### src/rtl/rpc_pkg.sv
package rpc_pkg;
  typedef enum logic [1:0] {
    SEQ_IDLE   = 2'd0,
    SEQ_SETTLE = 2'd1,
    SEQ_PULSE  = 2'd2
  } seq_state_e;

  // bit 0 channel, bit 1 scale ch0, bit 2 scale ch1
  typedef struct packed {
    logic [1:0] scale;
    logic       chan;
  } nv_bits_t;

  localparam int unsigned NV_W = $bits(nv_bits_t);
endpackage

### src/rtl/rpc_persist.sv
module rpc_persist
  import rpc_pkg::*;
(
  input  logic     clk_i,
  input  logic     rst_ni,
  input  logic     chan_btn_i,
  input  logic     scale_btn_i,
  input  nv_bits_t nv_image_i,
  output nv_bits_t bits_o,
  output logic     loaded_o,
  output logic     press_o,
  output logic     save_o
);
  nv_bits_t bits_q, bits_d;
  logic     loaded_q, save_q;

  assign press_o = loaded_q & (chan_btn_i | scale_btn_i);

  always_comb begin
    bits_d = bits_q;
    if (scale_btn_i) bits_d.scale[bits_q.chan] = ~bits_q.scale[bits_q.chan];
    if (chan_btn_i)  bits_d.chan = ~bits_q.chan;
  end

  always_ff @(posedge clk_i or negedge rst_ni) begin
    if (!rst_ni) begin
      bits_q   <= '0;
      loaded_q <= 1'b0;
      save_q   <= 1'b0;
    end else if (!loaded_q) begin
      bits_q   <= nv_image_i;
      loaded_q <= 1'b1;
      save_q   <= 1'b0;
    end else begin
      bits_q   <= bits_d;
      save_q   <= press_o;
    end
  end

  assign bits_o   = bits_q;
  assign loaded_o = loaded_q;
  assign save_o   = save_q;

  AST_SAVE_ON_CHANGE: assert property (@(posedge clk_i) disable iff (!rst_ni)
    ($past(loaded_q) && !$stable(bits_q)) |-> save_q);
  AST_LOAD_QUIET: assert property (@(posedge clk_i) disable iff (!rst_ni)
    $rose(loaded_q) |-> !save_q);
  AST_SCALE_ONE_CH: assert property (@(posedge clk_i) disable iff (!rst_ni)
    (loaded_q && scale_btn_i && !chan_btn_i) |=>
      ($countones(bits_q ^ $past(bits_q)) == 1));
endmodule

### src/rtl/rpc_rate_seq.sv
module rpc_rate_seq
  import rpc_pkg::*;
#(
  parameter int unsigned RST_CYCLES = 16
) (
  input  logic clk_i,
  input  logic rst_ni,
  input  logic rate_hi_i,
  output logic rate_cls_o,
  output logic tx_rst_o,
  output logic fifo_rst_o,
  output logic busy_o
);
  localparam int unsigned CW = (RST_CYCLES > 1) ? $clog2(RST_CYCLES) : 1;
  localparam int unsigned PW = $clog2(RST_CYCLES + 2);

  seq_state_e    state_q;
  logic          cls_q;
  logic [CW-1:0] cnt_q;

  always_ff @(posedge clk_i or negedge rst_ni) begin
    if (!rst_ni) begin
      state_q <= SEQ_IDLE;
      cls_q   <= 1'b0;
      cnt_q   <= '0;
    end else begin
      unique case (state_q)
        SEQ_IDLE: if (rate_hi_i != cls_q) begin
          cls_q   <= rate_hi_i;   // mux and ratio flip together
          state_q <= SEQ_SETTLE;
        end
        SEQ_SETTLE: begin
          cnt_q   <= CW'(RST_CYCLES - 1);
          state_q <= SEQ_PULSE;
        end
        SEQ_PULSE: if (cnt_q == '0) state_q <= SEQ_IDLE;
                   else cnt_q <= cnt_q - 1'b1;
        default: state_q <= SEQ_IDLE;
      endcase
    end
  end

  assign rate_cls_o = cls_q;
  assign tx_rst_o   = (state_q == SEQ_PULSE);
  assign fifo_rst_o = (state_q == SEQ_PULSE) & ~cls_q;
  assign busy_o     = (state_q != SEQ_IDLE);

  // pulse length monitor
  logic [PW-1:0] plen_q;
  always_ff @(posedge clk_i or negedge rst_ni) begin
    if (!rst_ni)       plen_q <= '0;
    else if (tx_rst_o) plen_q <= plen_q + 1'b1;
    else               plen_q <= '0;
  end

  AST_RST_AFTER_SWITCH: assert property (@(posedge clk_i) disable iff (!rst_ni)
    !$stable(cls_q) |=> tx_rst_o);
  AST_RST_LEN_MAX: assert property (@(posedge clk_i) disable iff (!rst_ni)
    plen_q <= PW'(RST_CYCLES));
  AST_RST_LEN_FULL: assert property (@(posedge clk_i) disable iff (!rst_ni)
    $fell(tx_rst_o) |-> (plen_q == PW'(RST_CYCLES)));
  AST_FIFO_RST_DIR: assert property (@(posedge clk_i) disable iff (!rst_ni)
    fifo_rst_o |-> (tx_rst_o && !cls_q));
  AST_PATH_HELD: assert property (@(posedge clk_i) disable iff (!rst_ni)
    tx_rst_o |=> $stable(cls_q));
endmodule

### src/rtl/rpc_mute.sv
module rpc_mute #(
  parameter int unsigned BTN_MUTE_CYCLES = 4096
) (
  input  logic clk_i,
  input  logic rst_ni,
  input  logic press_i,
  input  logic loaded_i,
  input  logic lock_i,
  input  logic rate_hi_i,
  input  logic rate_cls_i,
  input  logic busy_i,
  output logic mute_o
);
  localparam int unsigned TW = $clog2(BTN_MUTE_CYCLES + 1);

  logic [TW-1:0] tmr_q;

  always_ff @(posedge clk_i or negedge rst_ni) begin
    if (!rst_ni)           tmr_q <= '0;
    else if (press_i)      tmr_q <= TW'(BTN_MUTE_CYCLES);
    else if (tmr_q != '0)  tmr_q <= tmr_q - 1'b1;
  end

  assign mute_o = ~loaded_i | ~lock_i | rate_hi_i | rate_cls_i | busy_i
                | (tmr_q != '0);

  AST_BTN_MUTE: assert property (@(posedge clk_i) disable iff (!rst_ni)
    press_i |=> mute_o);
  AST_TMR_BOUND: assert property (@(posedge clk_i) disable iff (!rst_ni)
    tmr_q <= TW'(BTN_MUTE_CYCLES));
endmodule

### src/rtl/rate_path_ctrl.sv
module rate_path_ctrl
  import rpc_pkg::*;
#(
  parameter int unsigned RST_CYCLES      = 16,
  parameter int unsigned BTN_MUTE_CYCLES = 4096
) (
  input  logic            clk_i,
  input  logic            rst_ni,
  input  logic            lock_i,
  input  logic            rate_hi_i,
  input  logic            chan_btn_i,
  input  logic            scale_btn_i,
  input  logic            dec_active_i,
  input  logic [NV_W-1:0] nv_image_i,
  output logic [NV_W-1:0] nv_image_o,
  output logic            save_o,
  output logic            chan_sel_o,
  output logic            scale_o,
  output logic            bypass_o,
  output logic            ratio_256_o,
  output logic            tx_rst_o,
  output logic            fifo_rst_o,
  output logic            mute_o,
  output logic            led_chan_o,
  output logic            led_scale_o,
  output logic            led_err_o,
  output logic            led_dec_o,
  output logic            led_hi_o
);
  nv_bits_t bits;
  logic     loaded, press, rate_cls, busy;

  rpc_persist i_persist (
    .clk_i       (clk_i),
    .rst_ni      (rst_ni),
    .chan_btn_i  (chan_btn_i),
    .scale_btn_i (scale_btn_i),
    .nv_image_i  (nv_bits_t'(nv_image_i)),
    .bits_o      (bits),
    .loaded_o    (loaded),
    .press_o     (press),
    .save_o      (save_o)
  );

  rpc_rate_seq #(.RST_CYCLES(RST_CYCLES)) i_rate_seq (
    .clk_i      (clk_i),
    .rst_ni     (rst_ni),
    .rate_hi_i  (rate_hi_i),
    .rate_cls_o (rate_cls),
    .tx_rst_o   (tx_rst_o),
    .fifo_rst_o (fifo_rst_o),
    .busy_o     (busy)
  );

  rpc_mute #(.BTN_MUTE_CYCLES(BTN_MUTE_CYCLES)) i_mute (
    .clk_i      (clk_i),
    .rst_ni     (rst_ni),
    .press_i    (press),
    .loaded_i   (loaded),
    .lock_i     (lock_i),
    .rate_hi_i  (rate_hi_i),
    .rate_cls_i (rate_cls),
    .busy_i     (busy),
    .mute_o     (mute_o)
  );

  assign nv_image_o  = bits;
  assign chan_sel_o  = bits.chan;
  assign scale_o     = bits.scale[bits.chan];
  assign bypass_o    = rate_cls;
  assign ratio_256_o = rate_cls;

  assign led_chan_o  = bits.chan;
  assign led_scale_o = bits.scale[bits.chan];
  assign led_err_o   = ~lock_i;
  assign led_hi_o    = rate_cls;
  assign led_dec_o   = dec_active_i & lock_i & ~rate_cls;

  AST_RST_MUTED: assert property (@(posedge clk_i) disable iff (!rst_ni)
    tx_rst_o |-> mute_o);
  AST_BYPASS_MUTED: assert property (@(posedge clk_i) disable iff (!rst_ni)
    bypass_o |-> mute_o);
  AST_RATIO_WITH_MUX: assert property (@(posedge clk_i) disable iff (!rst_ni)
    !$stable(bypass_o) |-> !$stable(ratio_256_o));
endmodule

### config.mk
export PLATFORM = sky130hd
export DESIGN_NAME = rate_path_ctrl
export DESIGN_NICKNAME = d
export VERILOG_FILES = /design/src/rtl/rpc_pkg.sv /design/src/rtl/rpc_persist.sv /design/src/rtl/rpc_rate_seq.sv /design/src/rtl/rpc_mute.sv /design/src/rtl/rate_path_ctrl.sv
export SDC_FILE = /design/constraint.sdc
export NUM_CORES = 1
export LEC_CHECK = 0
export BUFFER_PORTS_ARGS = -buffer_cell sky130_fd_sc_hd__buf_4
export CORE_MARGIN = 5
export CORE_UTILIZATION = 40
export CTS_CLUSTER_SIZE = 28
export DETAILED_ROUTE_END_ITERATION = 8
export PLACE_DENSITY_LB_ADDON = 0.15
export SYNTH_ARGS = -nofsm -noshare
export SYNTH_HDL_FRONTEND = slang
export SYNTH_SLANG_ARGS = --single-unit
export TNS_END_PERCENT = 10
### constraint.sdc
create_clock -name clk_i -period 2.32 [get_ports clk_i]
set_input_delay 0.232 -clock clk_i [delete_from_list [all_inputs] [get_ports clk_i]]
set_output_delay 0.232 -clock clk_i [all_outputs]
set_load 0.005 [all_outputs]
==> results.ini, run 1 <==
[outcome]
status = complete, no violations

[routing]
vias = 1088
drt_pass1_iterations = 4
avgRoutedWirePerCell_um = 13.02
vias_per_cell = 5.206
drc = 0
wl_mm = 2.722
drtAntennaViolNets = 0
drt_iter0_drc = 48

[sta]
post-route-period-util_pct = 91.13
tightest_slew_ns = 0.5385
holdWs_ns = 0.1494
slew_viol_final = 0
setup_violations = 0
fin_tns_setup_ns = 0
period_minus_slack_ns = 2.114
fmax_mhz = 473.0
rsz0062_at_grt = false
slew_headroom_pct = 63.72
worst_clock_skew_ns = 0.005586
hold_viol = 0

[clock_network]
htree_levels = 1
cts_tree = yes
insertion_delay_ns = 0.32
cts_sinks = 25
cts_buffers = 3
clockBufferDepth = 2
clock-root-buffer = clkbuf_4
cts_setup_buffers = 0
clkSlewWorstSetupHoldPaths_ns = 0.14

[global_routing]
antenna_found_initial = 0
grt_pass1_vias = 1062
overflow = 0
track_usage_pct = 12.92
grt_pass1_wl_mm = 4.574
grt_max_degree = 26

[synthesis]
yosys_warnings = 0
yosysSeqAreaShare_pct = 47.48
synth-main-ff-cell = dfrtp_1
syn_inst = 139
ys_types = 38
synth-edff-count = 0
async_reset_ff_share_pct = 100.0
syn_area_per_cell_um2 = 9.479
synth-seq-cells = 25
syn_area_um2 = 1318
synthesis.nets = 152

[floorplan]
die_w_um = 67.39
io-pin-count = 26
fp.dieArea_um2 = 4541
die_h_um = 67.39
start_util_pct = 42.46
fp.coreArea_um2 = 3103
rows = 20

[worst_hold_path]
hold_start = nv_image_i[1]
hold_end = i_persist.bits_o[1]$_DFFE_PN0P_
whs_path_depth = 3
hp-class = input port to register

[power_and_ir_drop]
peakVddDrop_mv = 0.4639
power_leakage_uw = 0.0007156
p_per_area_nw_per_um2 = 1113

[placed_design]
dp.final_hpwl_mm = 2.003
port_buffers = 25
gp_congestion = 0.7721

[final_layout]
antenna_cells = 0
area_growth_pct = 20.23
nets = 179
utilization_pct = 51.05
nFillCells = 333
final_cell_mix = 27 x buf_4, 25 x dfrtp_1, 15 x nor2_1
drive_gt1_share_pct = 23.03
mostFrequentLayoutCell = buf_4

[setup_path]
setup.worst_path.end_class = output pin
r2r_setup_slack_ns = 0.34
worstPathMaxFanout = 3
critPathKind = register to output pin
required_ns = 2.09
arrival_ns = 1.88
setup.worst_path.start_class = register
reg2reg_to = i_mute.tmr_q[11]$_DFFE_PN0P_
r2r_cells = 6
worstReg2RegStart = i_mute.tmr_q[0]$_DFFE_PN0P_

[flow_run]
cap_viol_max_count = 0

-- sequential cells by signal, indices dropped and copies added (netlist names) --
name	flops
i_rate_seq.cnt_q	4
i_persist.loaded_o	1
i_persist.bits_o	3
i_rate_seq.state_q	2
i_persist.save_o	1
i_mute.tmr_q	13
i_rate_seq.rate_cls_o	1
-- what timing repair did --
item,4_1_cts,5_1_grt
gates resized for setup,0,2
setup endpoints to repair,0,1
hold buffers,1,0
hold endpoints to repair,25,0
-- kinds of logic (layout without fill, tap and decap cells) --
group	Yosys count	in the layout	share of synthesized area, %
compound gates	28	28	12.25
xor+xnor	6	6	3.989
fa+ha+maj	3	3	2.849
buf+inv	14	40	5.413
flops	25	25	47.48
mux	4	4	3.229
other cells	1	1	0.2846
simple gates	58	58	24.50
-- power by group --
part | total, µW | internal [µW] | switching [µW]
clock network | 196 | 64.5 | 132
registers | 774 | 584 | 190
logic | 793 | 408 | 386
total | 1760 | 1060 | 708
-- critical path, stage by stage (launching register included) --
cell and delay [ns]:
dfrtp_1 0.43, inv_1 0.09, ha_1 0.20, nor4b_2 0.34, nand3_1 0.18, nand3b_1 0.20
buf_4 0.14
-- metrics by stage --
step	total power, µW	setup WS (ns)	instances	area (µm²)
floorplan	1306	0.5524	139	1318
global placement	1526	0.4791	204	1534
detailed placement	1554	0.4264	204	1534
CTS	1760	0.05511	209	1572
global route	1939	0.01296	209	1584
finish	1764	0.2057	209	1584
-- synth_stat cells (2+ instances only) --
| cell type | instances | share of area [%] |
|---|---|---|
| nand2b_1 | 3 | 1.4 |
| nand3_1 | 3 | 1.1 |
| a21oi_1 | 13 | 4.9 |
| xor2_1 | 2 | 1.3 |
| ha_1 | 3 | 2.8 |
| o21ai_0 | 7 | 2.7 |
| mux2i_1 | 2 | 1.5 |
| nor3b_1 | 3 | 1.7 |
| nor4b_1 | 2 | 1.3 |
| buf_4 | 5 | 2.8 |
| nor3_1 | 3 | 1.1 |
| or3_1 | 5 | 2.4 |
| xnor2_1 | 4 | 2.7 |
| nor4_1 | 4 | 1.9 |
| inv_1 | 8 | 2.3 |
| nor2_1 | 15 | 4.3 |
| nand3b_1 | 2 | 1.1 |
| mux2_2 | 2 | 1.7 |
| nand2_1 | 10 | 2.8 |
| dfrtp_1 | 25 | 47 |
-- worst max-delay path by stage --
stage	start	to	slack [ns]	depth (start not counted)
CTS	i_mute.tmr_q[0]$_DFFE_PN0P_	mute_o	0.06	6
global placement	i_mute.tmr_q[0]$_DFFE_PN0P_	i_mute.tmr_q[11]$_DFFE_PN0P_	0.48	6
finish	i_mute.tmr_q[0]$_DFFE_PN0P_	mute_o	0.21	6
floorplan	i_mute.tmr_q[0]$_DFFE_PN0P_	i_mute.tmr_q[11]$_DFFE_PN0P_	0.55	6
detailed placement	i_mute.tmr_q[0]$_DFFE_PN0P_	i_mute.tmr_q[11]$_DFFE_PN0P_	0.43	6
global route	i_mute.tmr_q[1]$_DFFE_PN0P_	mute_o	0.01	6
-- per-layer routing --
metal / share of wire, % / wire length, µm / track usage, %
met3: 3.5 / 94 / 3.161
met5: 0 / 0 / 0
met1: 45 / 1212 / 15.96
met4: 0.55 / 15 / 4.557
met2: 51 / 1399 / 21.84
-- area by class of cell --
| class | instances | area [µm²] | area share, % |
|---|---|---|---|
| flip-flops and latches | 25 | 625.6 | 39.49 |
| clock buffers | 3 | 22.52 | 1.422 |
| well taps | 44 | 55.05 | 3.476 |
| clock inverters | 1 | 5.005 | 0.3160 |
| inverters | 8 | 30.03 | 1.896 |
| repair buffers | 28 | 212.7 | 13.43 |
| multi-input cells | 100 | 633.1 | 39.97 |
(Power assumes the default switching activity.)
==> inputs of run 2 (changes only) <==
- ABC_AREA: unset -> 1
==> run 2 against run 1 <==
  * Synthesized area rose by 12%
  * Sequential power rose by 0.5%
  * Combinational power grew 35%
  * Design area is 10% higher
  * Critical path depth stayed put
  * Die area is 10% higher
  * Count of clock-buffer cells in the layout up 1
  * Sequential cell count did not move
  * First-iteration DRC count is 4.2% higher
  * Via count increased by 14%
  * Non-clock buffer count decreased by 1
  * Highest routed layer unchanged
==> results.ini, run 2 <==
[outcome]
status = complete, no violations  ; unchanged

[floorplan]
fp.dieArea_um2 = 5003  ; was 4541 µm²
rows = 22  ; was 20
start_util_pct = 40.91  ; was 42.46%
die_w_um = 70.73  ; was 67.39 µm
io-pin-count = 26  ; unchanged
fp.coreArea_um2 = 3606  ; was 3103 µm²
die_h_um = 70.73  ; was 67.39 µm

[setup_path]
r2r_cells = 7  ; was 6
required_ns = 2.09  ; about the same
r2r_setup_slack_ns = 0.93  ; was 0.34 ns
critPathKind = register to output pin  ; unchanged
cp_num_buf_inv = 2  ; unchanged
cp.depth = 6  ; unchanged
crit_family = flip-flops  ; was simple AND/OR/NAND/NOR gates
critPathMaxStageDelay_ns = 0.40  ; was 0.43 ns
crit_slowest_cell = dfrtp_1  ; unchanged
setup.worst_path.end_class = output pin  ; unchanged
worstPathMaxFanout = 3  ; unchanged
crit_path_cell_trace = inv_1, ha_1, nand2_2, nor2_1, nand4_1, buf_4  ; was inv_1, ha_1, nor4b_2, nand3_1, nand3b_1, buf_4
setup.worst_path.start_class = register  ; unchanged
arrival_ns = 1.45  ; was 1.88 ns

[routing]
avgRoutedWirePerCell_um = 11.01  ; was 13.02 µm
drc = 0  ; unchanged
vias_per_cell = 4.734  ; was 5.206
vias = 1245  ; was 1088
drtAntennaViolNets = 0  ; unchanged
wl_mm = 2.895  ; was 2.722 mm
drt_pass1_iterations = 4  ; unchanged
drt_iter0_drc = 50  ; was 48

[final_layout]
final_cell_mix = 43 x nand2_1, 26 x buf_4, 25 x inv_1, 25 x dfrtp_1, 24 x nor2_1  ; was 27 x buf_4, 25 x dfrtp_1, 15 x nor2_1
drive_gt1_share_pct = 22.33  ; was 23.03%
regMostFlops = i_mute.tmr_q  ; unchanged
finalNonFillerCells = 263  ; was 209
mostFrequentLayoutCell = nand2_1  ; was buf_4
nets = 229  ; was 179
nFillCells = 340  ; was 333
largest_reg_flops = 13  ; unchanged
antenna_cells = 0  ; unchanged
area_growth_pct = 18.15  ; was 20.23%
utilization_pct = 48.33  ; was 51.05%

[synthesis]
synthTopCellsByArea = dfrtp_1 42%, nand2_1 11%, inv_1 6.4%  ; was dfrtp_1 47%, a21oi_1 4.9%, nor2_1 4.3%
yosysMostFrequentCell = nand2_1  ; was dfrtp_1
syn_area_per_cell_um2 = 7.764  ; was 9.479 µm²
synth-seq-cells = 25  ; unchanged
synth-main-ff-cell = dfrtp_1  ; unchanged
yosysTopAreaCellShare_pct = 42.41  ; was 47.48%
yosysTopAreaCell = dfrtp_1  ; unchanged
async_reset_ff_share_pct = 100.0  ; unchanged
synthesis.nets = 203  ; was 152
syn_inst = 190  ; was 139
yosys_warnings = 0  ; unchanged
syn_area_um2 = 1475  ; was 1318 µm²
yosysSeqAreaShare_pct = 42.41  ; was 47.48%
ys_types = 29  ; was 38
synth_common_cells = 43 x nand2_1, 25 x dfrtp_1, 25 x inv_1, 24 x nor2_1, 16 x nand3_1  ; was 25 x dfrtp_1, 15 x nor2_1, 13 x a21oi_1, 10 x nand2_1, 8 x inv_1
synth-edff-count = 0  ; unchanged

[global_routing]
grt_pass1_vias = 1274  ; was 1062
track_usage_pct = 13.00  ; was 12.92%
grt_pass1_wl_mm = 5.388  ; was 4.574 mm
overflow = 0  ; unchanged
grt_max_degree = 26  ; unchanged
antenna_found_initial = 0  ; unchanged

[clock_network]
cts_resized = 0  ; unchanged
insertion_delay_ns = 0.26  ; was 0.32 ns
htree_levels = 1  ; unchanged
clockBufferDepth = 2  ; unchanged
clock-root-buffer = clkbuf_8  ; was clkbuf_4
clkSlewWorstSetupHoldPaths_ns = 0.08  ; was 0.14 ns
cts_buffers = 3  ; unchanged
cts_tree = yes  ; unchanged
cts_sinks = 25  ; unchanged

[sta]
slew_viol_final = 0  ; unchanged
setup_violations = 0  ; unchanged
fin_tns_setup_ns = 0  ; unchanged
post-route-period-util_pct = 72.43  ; was 91.13%
rsz0062_at_grt = false  ; unchanged
hold_viol = 0  ; unchanged
period_minus_slack_ns = 1.680  ; was 2.114 ns
fmax_mhz = 595.1  ; was 473.0 MHz
worst_clock_skew_ns = 0.004117  ; was 0.005586 ns
holdWs_ns = 0.1899  ; was 0.1494 ns

[worst_hold_path]
whs_path_depth = 2  ; was 3
hp-class = input port to register  ; unchanged

[flow_run]
cap_viol_max_count = 0  ; unchanged

[placed_design]
dp.final_hpwl_mm = 2.333  ; was 2.003 mm
port_buffers = 25  ; unchanged
gp_congestion = 0.8350  ; was 0.7721
dp_cells = 258  ; was 204

[power_and_ir_drop]
p_per_area_nw_per_um2 = 1203  ; was 1113 nW/µm²
peakVddDrop_mv = 0.5865  ; was 0.4639 mV
power_leakage_uw = 0.0009132  ; was 0.0007156 µW

[run 2: cell types whose count changed in the layout (fill, tap and decap cells not counted), sizes merged, moves of 10 or more]
cell / delta
a21oi: -10
inv: +18
nand2: +37
nand3: +13
nor2: +19
[run 2: worst reg2reg max path, stage by stage (launching register included)]
cell	delay, ns
dfrtp_1	0.37
inv_1	0.11
ha_1	0.19
nand2_1	0.08
o21ai_1	0.17
o21ai_2	0.14
or2_1	0.23
nand2_1	0.06
[run 2: final timing paths]
check | startpoint | endpoint
worst max-delay path | i_mute.tmr_q[0]$_DFFE_PN0P_ | mute_o
worst min-delay path | chan_btn_i | i_persist.bits_o[0]$_DFFE_PN0P_
worst max register to register | i_rate_seq.cnt_q[0]$_DFFE_PN0P_ | i_rate_seq.cnt_q[3]$_DFFE_PN0P_
worst min register to register | i_mute.tmr_q[0]$_DFFE_PN0P_ | i_mute.tmr_q[0]$_DFFE_PN0P_
max in group asynchronous | rst_ni | i_mute.tmr_q[1]$_DFFE_PN0P_
min in group asynchronous | rst_ni | i_mute.tmr_q[5]$_DFFE_PN0P_
[run 2: logic make-up (layout without fill, tap and decap cells)]
kind of cell	after synthesis	count (layout)	share of synthesized area, %
simple gates	106	106	35.79
buf+inv	32	57	9.499
flops	25	25	42.41
compound gates	20	20	7.718
fa+ha+maj	3	3	2.545
xor+xnor	3	3	1.781
other cells	1	1	0.2542
[run 2: repair_timing]
action / in CTS / in global routing
endpoints found under the setup margin: 0 / 0
hold buffers: 1 / 0
buffers inserted: 0 / 0
hold endpoints to repair: 25 / 0
[run 2: cell type report]
class	count	area [µm²]	area share (%)
clock buffer	4	45.04	2.584
multi-input combinational	133	709.4	40.70
timing repair buffer	27	205.2	11.77
sequential	25	625.6	35.89
inverter	26	97.59	5.599
tap	48	60.06	3.446
[run 2: metrics by stage]
stage                     area, µm²  total power (µW)  setup slack [ns]
final                          1743              2097            0.6396
after global routing           1743              2320            0.5379
after CTS                      1743              2129            0.6238
after detailed placement       1688              1868            0.9308
after global placement         1688              1826            0.9533
after floorplan                1475              1591             1.044
[run 2: report_power, final]
part | total (µW) | internal (µW) | switching (µW)
combinational | 1070 | 434 | 636
clock | 250 | 123 | 127
sequential | 778 | 597 | 181
total | 2100 | 1150 | 944
[run 2: routing by layer]
layer | up-vias | GRT usage (%) | part of all wire, % | wire length [µm]
li1 | 638 | - | - | -
met1 | 583 | 16.83 | 45 | 1309
met2 | 19 | 21.52 | 50 | 1446
met3 | 5 | 2.415 | 3.1 | 90
met4 | 0 | 5.010 | 1.7 | 48
met5 | - | 0 | 0 | 0
